## src/rtl/irq_ctrl_pkg.sv

```systemverilog
package irq_ctrl_pkg;
  localparam int NSRC     = 5;
  localparam int NEXT     = 2;
  localparam int REG_W    = 8;
  localparam int GEN_BIT  = 7;
  localparam int VEC_W    = 16;
  localparam int VEC_BASE = 3;
  localparam int VEC_STEP = 8;
  localparam int IDX_W    = $clog2(NSRC);
  localparam int BIDX_W   = $clog2(REG_W);
  localparam int SRC_SER  = 4;

  typedef logic [NSRC-1:0] src_mask_t;

  typedef enum logic {SEL_EN = 1'b0, SEL_PRIO = 1'b1} reg_sel_e;

  function automatic logic [VEC_W-1:0] vec_of(input logic [IDX_W-1:0] idx);
    return VEC_W'(VEC_BASE) + VEC_W'(idx) * VEC_W'(VEC_STEP);
  endfunction
endpackage

```

## src/rtl/irq_regs.sv

```systemverilog
module irq_regs
  import irq_ctrl_pkg::*;
(
  input  logic              clk,
  input  logic              rst_n,
  input  logic              wr,
  input  logic              sel,
  input  logic              bit_mode,
  input  logic [BIDX_W-1:0] bit_idx,
  input  logic [REG_W-1:0]  wdata,
  output logic [REG_W-1:0]  ie_q,
  output logic [REG_W-1:0]  ip_q
);
  localparam logic [REG_W-1:0] IE_KEEP =
    {1'b1, {(REG_W-1-NSRC){1'b0}}, {NSRC{1'b1}}};
  localparam logic [REG_W-1:0] IP_KEEP =
    {{(REG_W-NSRC){1'b0}}, {NSRC{1'b1}}};

  function automatic logic [REG_W-1:0] merge(
    input logic [REG_W-1:0]  cur,
    input logic [REG_W-1:0]  data,
    input logic              one_bit,
    input logic [BIDX_W-1:0] idx
  );
    logic [REG_W-1:0] r;
    r = cur;
    if (one_bit) r[idx] = data[0];
    else         r = data;
    return r;
  endfunction

  logic [REG_W-1:0] ie_nxt, ip_nxt;

  always_comb begin
    ie_nxt = merge(ie_q, wdata, bit_mode, bit_idx) & IE_KEEP;
    ip_nxt = merge(ip_q, wdata, bit_mode, bit_idx) & IP_KEEP;
  end

  always_ff @(posedge clk or negedge rst_n) begin
    if (!rst_n) begin
      ie_q <= '0;
      ip_q <= '0;
    end else if (wr) begin
      if (sel == SEL_EN) ie_q <= ie_nxt;
      else               ip_q <= ip_nxt;
    end
  end
endmodule

```

## src/rtl/irq_flags.sv

```systemverilog
module irq_flags
  import irq_ctrl_pkg::*;
(
  input  logic            clk,
  input  logic            rst_n,
  input  logic [NEXT-1:0] ext_n,
  input  logic [NEXT-1:0] ext_edge,
  input  logic [NEXT-1:0] tmr_ovf,
  input  logic            ser_rx,
  input  logic            ser_tx,
  input  src_mask_t       clr,
  output src_mask_t       pend,
  output logic [NEXT-1:0] tmr_pend
);
  logic [NEXT-1:0] pin_prev_q;
  logic [NEXT-1:0] ext_flag_q;
  logic [NEXT-1:0] tmr_flag_q;

  for (genvar g = 0; g < NEXT; g++) begin : g_pair
    localparam int EXT_IDX = 2 * g;
    localparam int TMR_IDX = 2 * g + 1;

    always_ff @(posedge clk or negedge rst_n) begin
      if (!rst_n) begin
        pin_prev_q[g] <= 1'b1;
        ext_flag_q[g] <= 1'b0;
      end else begin
        pin_prev_q[g] <= ext_n[g];
        if (ext_edge[g])
          ext_flag_q[g] <= (ext_flag_q[g] & ~clr[EXT_IDX])
                         | (pin_prev_q[g] & ~ext_n[g]);
        else
          ext_flag_q[g] <= ~ext_n[g];
      end
    end

    always_ff @(posedge clk or negedge rst_n) begin
      if (!rst_n) tmr_flag_q[g] <= 1'b0;
      else        tmr_flag_q[g] <= (tmr_flag_q[g] & ~clr[TMR_IDX]) | tmr_ovf[g];
    end

    assign pend[EXT_IDX] = ext_flag_q[g];
    assign pend[TMR_IDX] = tmr_flag_q[g];
  end

  assign pend[SRC_SER] = ser_rx | ser_tx;
  assign tmr_pend      = tmr_flag_q;
endmodule

```

## src/rtl/irq_pick.sv

```systemverilog
module irq_pick
  import irq_ctrl_pkg::*;
(
  input  src_mask_t        pend,
  input  src_mask_t        en_mask,
  input  logic             gen_en,
  input  src_mask_t        prio_mask,
  input  logic             ins_hi,
  input  logic             ins_lo,
  output logic             valid,
  output logic             hi,
  output logic [IDX_W-1:0] idx
);
  function automatic logic [IDX_W-1:0] first_of(input src_mask_t m);
    logic [IDX_W-1:0] r;
    r = '0;
    for (int i = NSRC - 1; i >= 0; i--) begin
      if (m[i]) r = IDX_W'(i);
    end
    return r;
  endfunction

  src_mask_t elig, hi_set, lo_set;
  logic      hi_ok, lo_ok;

  always_comb begin
    elig   = pend & en_mask & {NSRC{gen_en}};
    hi_set = elig & prio_mask;
    lo_set = elig & ~prio_mask;
    hi_ok  = !ins_hi && (|hi_set);
    lo_ok  = !ins_hi && !ins_lo && (|lo_set);
    valid  = hi_ok || lo_ok;
    hi     = hi_ok;
    idx    = hi_ok ? first_of(hi_set) : first_of(lo_set);
  end
endmodule

```

## src/rtl/irq_level.sv

```systemverilog
module irq_level (
  input  logic clk,
  input  logic rst_n,
  input  logic accept,
  input  logic accept_hi,
  input  logic reti,
  output logic ins_hi,
  output logic ins_lo
);
  logic hi_nxt, lo_nxt;

  always_comb begin
    hi_nxt = ins_hi;
    lo_nxt = ins_lo;
    if (reti) begin
      if (ins_hi) hi_nxt = 1'b0;
      else        lo_nxt = 1'b0;
    end
    if (accept) begin
      if (accept_hi) hi_nxt = 1'b1;
      else           lo_nxt = 1'b1;
    end
  end

  always_ff @(posedge clk or negedge rst_n) begin
    if (!rst_n) begin
      ins_hi <= 1'b0;
      ins_lo <= 1'b0;
    end else begin
      ins_hi <= hi_nxt;
      ins_lo <= lo_nxt;
    end
  end
endmodule

```

## src/rtl/prio_irq_ctrl.sv

```systemverilog
module prio_irq_ctrl
  import irq_ctrl_pkg::*;
(
  input  logic              clk,
  input  logic              rst_n,
  input  logic              reg_wr,
  input  logic              reg_sel,
  input  logic              reg_bit_mode,
  input  logic [BIDX_W-1:0] reg_bit_idx,
  input  logic [REG_W-1:0]  reg_wdata,
  output logic [REG_W-1:0]  ie_rd,
  output logic [REG_W-1:0]  ip_rd,
  input  logic [NEXT-1:0]   ext_n,
  input  logic [NEXT-1:0]   ext_edge,
  input  logic [NEXT-1:0]   tmr_ovf,
  input  logic              ser_rx,
  input  logic              ser_tx,
  output logic              irq_valid,
  input  logic              irq_ready,
  output logic [VEC_W-1:0]  irq_vector,
  output logic              irq_hi,
  input  logic              reti
);
  src_mask_t        pend, clr_mask;
  logic [NEXT-1:0]  tmr_pend;
  logic             ins_hi, ins_lo;
  logic             accept;
  logic [IDX_W-1:0] win_idx;

  irq_regs u_regs (
    .clk      (clk),
    .rst_n    (rst_n),
    .wr       (reg_wr),
    .sel      (reg_sel),
    .bit_mode (reg_bit_mode),
    .bit_idx  (reg_bit_idx),
    .wdata    (reg_wdata),
    .ie_q     (ie_rd),
    .ip_q     (ip_rd)
  );

  irq_flags u_flags (
    .clk      (clk),
    .rst_n    (rst_n),
    .ext_n    (ext_n),
    .ext_edge (ext_edge),
    .tmr_ovf  (tmr_ovf),
    .ser_rx   (ser_rx),
    .ser_tx   (ser_tx),
    .clr      (clr_mask),
    .pend     (pend),
    .tmr_pend (tmr_pend)
  );

  irq_pick u_pick (
    .pend      (pend),
    .en_mask   (ie_rd[NSRC-1:0]),
    .gen_en    (ie_rd[GEN_BIT]),
    .prio_mask (ip_rd[NSRC-1:0]),
    .ins_hi    (ins_hi),
    .ins_lo    (ins_lo),
    .valid     (irq_valid),
    .hi        (irq_hi),
    .idx       (win_idx)
  );

  assign accept     = irq_valid & irq_ready;
  assign clr_mask   = accept ? (src_mask_t'(1) << win_idx) : '0;
  assign irq_vector = vec_of(win_idx);

  irq_level u_level (
    .clk       (clk),
    .rst_n     (rst_n),
    .accept    (accept),
    .accept_hi (irq_hi),
    .reti      (reti),
    .ins_hi    (ins_hi),
    .ins_lo    (ins_lo)
  );
endmodule

```

## config.mk

```make
export PLATFORM = sky130hd
export DESIGN_NAME = prio_irq_ctrl
export DESIGN_NICKNAME = d
export VERILOG_FILES = /design/src/rtl/irq_ctrl_pkg.sv /design/src/rtl/irq_regs.sv /design/src/rtl/irq_flags.sv /design/src/rtl/irq_pick.sv /design/src/rtl/irq_level.sv /design/src/rtl/prio_irq_ctrl.sv
export SDC_FILE = /design/constraint.sdc
export NUM_CORES = 1
export LEC_CHECK = 0
export CAP_MARGIN = 25
export CORE_UTILIZATION = 38
export DETAILED_ROUTE_END_ITERATION = 7
export PLACE_DENSITY = 0.8
export SYNTH_ARGS = -nofsm -noshare
export SYNTH_HDL_FRONTEND = slang
export SYNTH_SLANG_ARGS = --single-unit
```

## constraint.sdc

```tcl
create_clock -name clk -period 1.7 [get_ports clk]
set_clock_uncertainty 0.05 [all_clocks]
set_input_delay 0.34 -clock clk [delete_from_list [all_inputs] [get_ports clk]]
set_output_delay 0.34 -clock clk [all_outputs]
set_load 0.005 [all_outputs]
```

==> flow_summary.ini, run 1 <==
[cts]
clock-sinks = 19
numCtsBuffers = 3
cts_buffer_depth = 2
clk_pin_slew_ns = 0.13
cts_max_level = 1
tritoncts = yes
worstSkewPairLatency_ns = 0.32
root_buffer = clkbuf_4

[global_routing]
antenna_found_initial = 0
grt_pass1_wl_um = 5800
grt_overflow = 0
grt_max_degree = 20
grt_pass1_vias = 1276
grt_usage = 0.210

[detailed_routing]
first_pass_iters = 4
drt-total-wl_um = 3770
drtIter0Drc = 62
drcViolationCount = 0
viasPerCell = 4.99
wl_per_cell_um = 13.2
vias = 1426
ant_nets = 0

[final_layout]
layout_common_cells = buf_4, clkdlybuf4s50_1, a21oi_1, conb_1, dfrtp_1
synthToLayoutAreaGrowth_pct = 61.3
utilization = 0.649
diodes = 0
nNetsFinal = 267
drive_above_1_share = 0.354
mostFrequentLayoutCell = buf_4

[die]
die_area_um2 = 3830
ioPinCount = 60
core_region_area_um2 = 3390
num_rows = 21
start_util = 0.402
dieWidth_um = 61.9
die_y_um = 61.9

[hold_path]
hold_class = in -> async

[place]
place_ws_ns = -0.708
io_buffers = 39
hpwl_um = 2690
gp_congestion = 0.876

[synth]
synth.ff_latch_count = 19
synth_cells = 150
ys.warnings.count = 0
ys_types = 44
synth_area_um2 = 1360
ys_seq_area_frac = 0.350
avgSynthCellArea_um2 = 9.09

[critical_path]
crit_chain = and4b_2, buf_4, buf_6, buf_4, o211ai_4, o31ai_4, buf_2
cp_common_cell = buf_4
r2r-start = u_regs.ie_q[7]
worst_setup_path_start_kind = register
reg2reg_depth = 9
r2r_end = u_flags.pend[0]
crit_start = u_regs.ip_q[3]
endpoint = irq_vector[4]
worstPathRequired_ns = 1.31
arrival_ns = 1.86
endpoint_kind = output port
rrSetupSlack_ns = -0.39
critical_path_class = reg -> out
path_max_fanout = 4
cpPeakStageDelay_ns = 0.44
slowest_stage = dfrtp_1

[status]
status = complete, but fails checks
violations = setup timing

[pwr]
power_density_nw_per_um2 = 871
p_leak_nw = 1.04
power.total_mw = 1.92
ir_drop_mv = 0.432

[sta]
slew_violations = 0
finalHoldViolCount = 0
max_freq_ghz = 0.445
setup_viol = 9
setup_slack_ns = -0.549
rsz0062_at_grt = true
finalCritPeriodShare = 1.32
min_period_ns = 2.25
setup_tns_ns = -3.77

[job]
cap_violations = 0
final cells by class:
type / count / area, um2
fill: 255 / 1190
clock buffer: 3 / 22.5
sequential: 19 / 479
tap: 46 / 57.6
clock inverter: 1 / 5.00
multi-input combinational: 118 / 805
inverter: 6 / 22.5
timing repair buffer: 93 / 808
metal layers:
layer / track usage / wire, um / vias up
met4: 0.0413 / 10 / 0
met5: 0 / 0 / -
li1: - / - / 696
met3: 0.0435 / 155 / 3
met1: 0.273 / 1640 / 693
met2: 0.363 / 1960 / 34
state kept, by name, indices dropped and copies added (netlist names):
signal,cells
u_regs.ie_q,6
u_level.ins_hi,1
u_flags.pin_prev_q,2
u_flags.pend,4
u_level.ins_lo,1
u_regs.ip_q,5
Yosys cell counts:
cell      instances  share of area
a211o_1           1         0.0064
a21boi_0          3          0.017
a21o_1            3          0.017
a21oi_1          19          0.070
a31o_2            1         0.0064
a31oi_1           3          0.014
a31oi_2           1         0.0092
a41o_1            1         0.0073
a41oi_2           1          0.012
and2_1            1         0.0046
and3_2            1         0.0055
and4_1            1         0.0064
and4b_1           1         0.0073
and4b_2           1         0.0083
buf_4            19           0.10
buf_6             1         0.0083
clkbuf_1          3         0.0083
conb_1            2         0.0055
dfrtp_1          17           0.31
dfstp_2           2          0.039
inv_1             6          0.017
mux2_2            2          0.017
mux2i_1           2          0.015
nand2_1           9          0.025
nand2b_1          5          0.023
nand3_1           1         0.0037
nand3b_1          1         0.0055
nand4_1           5          0.023
nand4b_1          4          0.026
nor2_1           12          0.033
nor2b_1           1         0.0046
nor3_1            2         0.0073
nor4b_2           1          0.011
nor4bb_4          1          0.018
o211ai_2          1         0.0092
o211ai_4          1          0.016
o21a_1            1         0.0055
o21ai_0           3          0.011
o22ai_1           4          0.018
o31ai_1           1         0.0055
o31ai_4           1          0.016
o32a_1            1         0.0073
or2_1             1         0.0046
or3b_2            2          0.013
power by group:
group	leakage [nW]	total (mW)	switching, mW	internal [mW]
sequential	0.213	0.613	0.0824	0.530
clock	0.0177	0.249	0.161	0.0882
combinational	0.805	1.05	0.443	0.611
total	1.04	1.92	0.686	1.23
cell families (layout without fill, tap and decap cells):
| logic type | count (synthesis) | in the layout | share of synthesized area |
|---|---|---|---|
| compound gates | 46 | 46 | 0.246 |
| simple gates | 50 | 50 | 0.229 |
| flops | 19 | 19 | 0.350 |
| buf+inv | 29 | 103 | 0.138 |
| other cells | 2 | 18 | 0.00551 |
| mux | 4 | 4 | 0.0312 |
what timing repair did:
action	CTS	global route
setup endpoints to repair	20	10
gates cloned	0	0
buffers inserted	19	1
hold endpoints to repair	0	0
resized for setup	50	3
hold buffers	0	0
pin swaps	11	7
worst min-delay path by stage:
stage,to,start,depth (start not counted)
2_1_floorplan,u_flags.pend[0],rst_n,0
3_3_place_gp,u_flags.pend[2],u_flags.pin_prev_q[1],3
3_5_place_dp,u_flags.pend[2],u_flags.pin_prev_q[1],3
4_1_cts,u_regs.ip_q[3],rst_n,2
5_1_grt,u_regs.ie_q[2],rst_n,2
6_report,u_regs.ie_q[2],rst_n,2
stage by stage:
step | hold WS, ns | instance area, um2 | std cells
2_1_floorplan | -0.00559 | 1420 | 166
3_3_place_gp | 0.567 | 1980 | 265
3_5_place_dp | 0.568 | 1980 | 265
4_1_cts | 0.312 | 2190 | 285
5_1_grt | 0.326 | 2200 | 286
6_report | 0.295 | 2200 | 286
worst max-delay path, delay by kind of cell, from the launching register on:
kind	cells	cell delay, ns
DFF	1	0.44
buffers and inverters	4	0.46
and+or+nand+nor	1	0.30
AOI/OAI and AO/OA	2	0.35
(Power assumes the default switching activity.)
==> run 2: changes to the inputs <==
- TNS_END_PERCENT: unset -> 30
==> run 2 against run 1 <==
Against the previous run: the run still ends with setup timing left; maximum frequency up 0.18%; critical path depth unchanged; sequential share of layout area up 0.62 points; routed wire length down 2.5%; sequential cell count unchanged; sequential power up 1%; first-iteration DRC count down 45%; worst hold slack better by 0.010 ns; core utilization down 1.8 points; count of clock-buffer cells in the layout unchanged; global-route usage down 0.40 points; via count down 2.7%; critical endpoint unchanged.
==> flow_summary.ini, run 2 (synthesis gave the netlist of run 1 again) <==
[status]
status = complete, but fails checks
violations = setup timing

[detailed_routing]
first_pass_iters = 4
drtIter0Drc = 34
viasPerCell = 5.01
ant_nets = 0
vias = 1387
wl_per_cell_um = 13.3
drcViolationCount = 0
drt-total-wl_um = 3680

[global_routing]
antenna_found_initial = 0
grt_overflow = 0
grt_pass1_vias = 1280
grt_max_degree = 20
grt_usage = 0.206
grt_pass1_wl_um = 5740

[pwr]
p_leak_nw = 0.994
ir_drop_mv = 0.421
power_density_nw_per_um2 = 873

[cts]
tritoncts = yes
clock-sinks = 19
numCtsBuffers = 3
cts_buffer_depth = 2
worstSkewPairLatency_ns = 0.31
cts_max_level = 1
root_buffer = clkbuf_4
clk_pin_slew_ns = 0.12

[critical_path]
cp_common_cell = buf_6
crit_chain = buf_6, nand4_1, a41oi_2, buf_4, buf_6, o31ai_4, buf_2
worstPathRequired_ns = 1.31
arrival_ns = 1.86
worst_setup_path_start_kind = register
r2r-start = u_regs.ie_q[7]
path_max_fanout = 6
critical_path_class = reg -> out
reg2reg_depth = 9
path_buf_inv = 4
slowest_stage = dfrtp_2
cpPeakStageDelay_ns = 0.48
r2r_end = u_flags.pend[2]
endpoint_kind = output port
cpLargestDelayFamily = buffers and inverters
crit_cells = 7
rrSetupSlack_ns = -0.31

[final_layout]
top_register = u_regs.ie_q
largest_register_ffs = 6
diodes = 0
multi_input_area_um2 = 805
nNetsFinal = 258
regArea_um2 = 479
utilization = 0.631
drive_above_1_share = 0.333
synthToLayoutAreaGrowth_pct = 56.8
layout_common_cells = buf_4, clkdlybuf4s50_1, a21oi_1, conb_1, dfrtp_1
nFillCells = 265
mostFrequentLayoutCell = buf_4

[place]
hpwl_um = 2690
gp_congestion = 0.876
io_buffers = 39
place_ws_ns = -0.708

[die]
die_area_um2 = 3830
dieWidth_um = 61.9
die_y_um = 61.9
num_rows = 21
start_util = 0.402
ioPinCount = 60
core_region_area_um2 = 3390

[sta]
setup_viol = 9
finalCritPeriodShare = 1.32
slew_violations = 0
max_freq_ghz = 0.445
rsz0062_at_grt = true
min_period_ns = 2.25
finalHoldViolCount = 0
setup_slack_ns = -0.545

[hold_path]
hold_class = in -> async

[job]
cap_violations = 0
==> run 2: metal layers <==
metal,track usage,routed length [um]
met1,0.270,1580
met4,0.0413,8
met2,0.353,1920
met5,0,0
met3,0.0414,164
==> run 2: layout make-up <==
cell class | instances | area share
clock buffer | 3 | 0.0105
clock inverter | 1 | 0.00234
inverter | 6 | 0.0105
multi-input combinational | 118 | 0.376
sequential | 19 | 0.224
tap | 46 | 0.0269
timing repair buffer | 84 | 0.349
==> run 2: what timing repair did <==
action                                  4_1_cts  5_1_grt
pin swaps                                     9        4
gates resized for setup                      51        4
hold endpoints to repair                      0        0
setup buffers                                10        0
hold buffers                                  0        0
endpoints found under the setup margin       20       10
==> run 2: worst max path at each step <==
stage / from / to / slack (ns)
4_1_cts: u_regs.ie_q[7] / irq_vector[5] / -0.53
2_1_floorplan: u_regs.ie_q[7] / irq_vector[3] / 0.005
3_3_place_gp: ser_tx / irq_vector[3] / -0.69
5_1_grt: u_regs.ie_q[7] / irq_vector[5] / -0.63
3_5_place_dp: ser_tx / irq_vector[3] / -0.71
6_report: u_regs.ie_q[7] / irq_vector[4] / -0.55
==> run 2: through the flow <==
stage	area (um2)	TNS [ns]	hold WS [ns]	power, mW	instances
3_5_place_dp	1980	-5.46	0.568	1.50	265
4_1_cts	2130	-3.56	0.312	1.86	277
3_3_place_gp	1980	-5.13	0.567	1.48	265
5_1_grt	2140	-4.28	0.328	1.98	277
6_report	2140	-3.50	0.306	1.87	277
2_1_floorplan	1420	0	-0.00559	1.02	166
==> run 2: worst reg2reg max path, cell delays in order, from the launching register on <==
cell,delay [ns]
dfrtp_2,0.48
buf_6,0.14
nand4_1,0.13
a41oi_2,0.16
buf_4,0.18
buf_6,0.11
o31ai_4,0.20
buf_6,0.14
nor4bb_4,0.21
a31oi_1,0.11
==> run 2: where the power goes <==
part           switching [mW]  internal (mW)
logic                   0.424          0.579
clock network           0.156         0.0881
registers              0.0892          0.530
==> run 3: changes to the inputs <==
- CAP_MARGIN: 25 -> unset
- MAX_ROUTING_LAYER: unset -> met4
==> results of run 3 <==
Same layout as run 2: the final DEF is identical, and so are final timing and power.
Among the figures that moved: final weighted congestion in routability-driven placement 0.876 -> 0.891; overall routing resource usage 0.206 -> 0.212
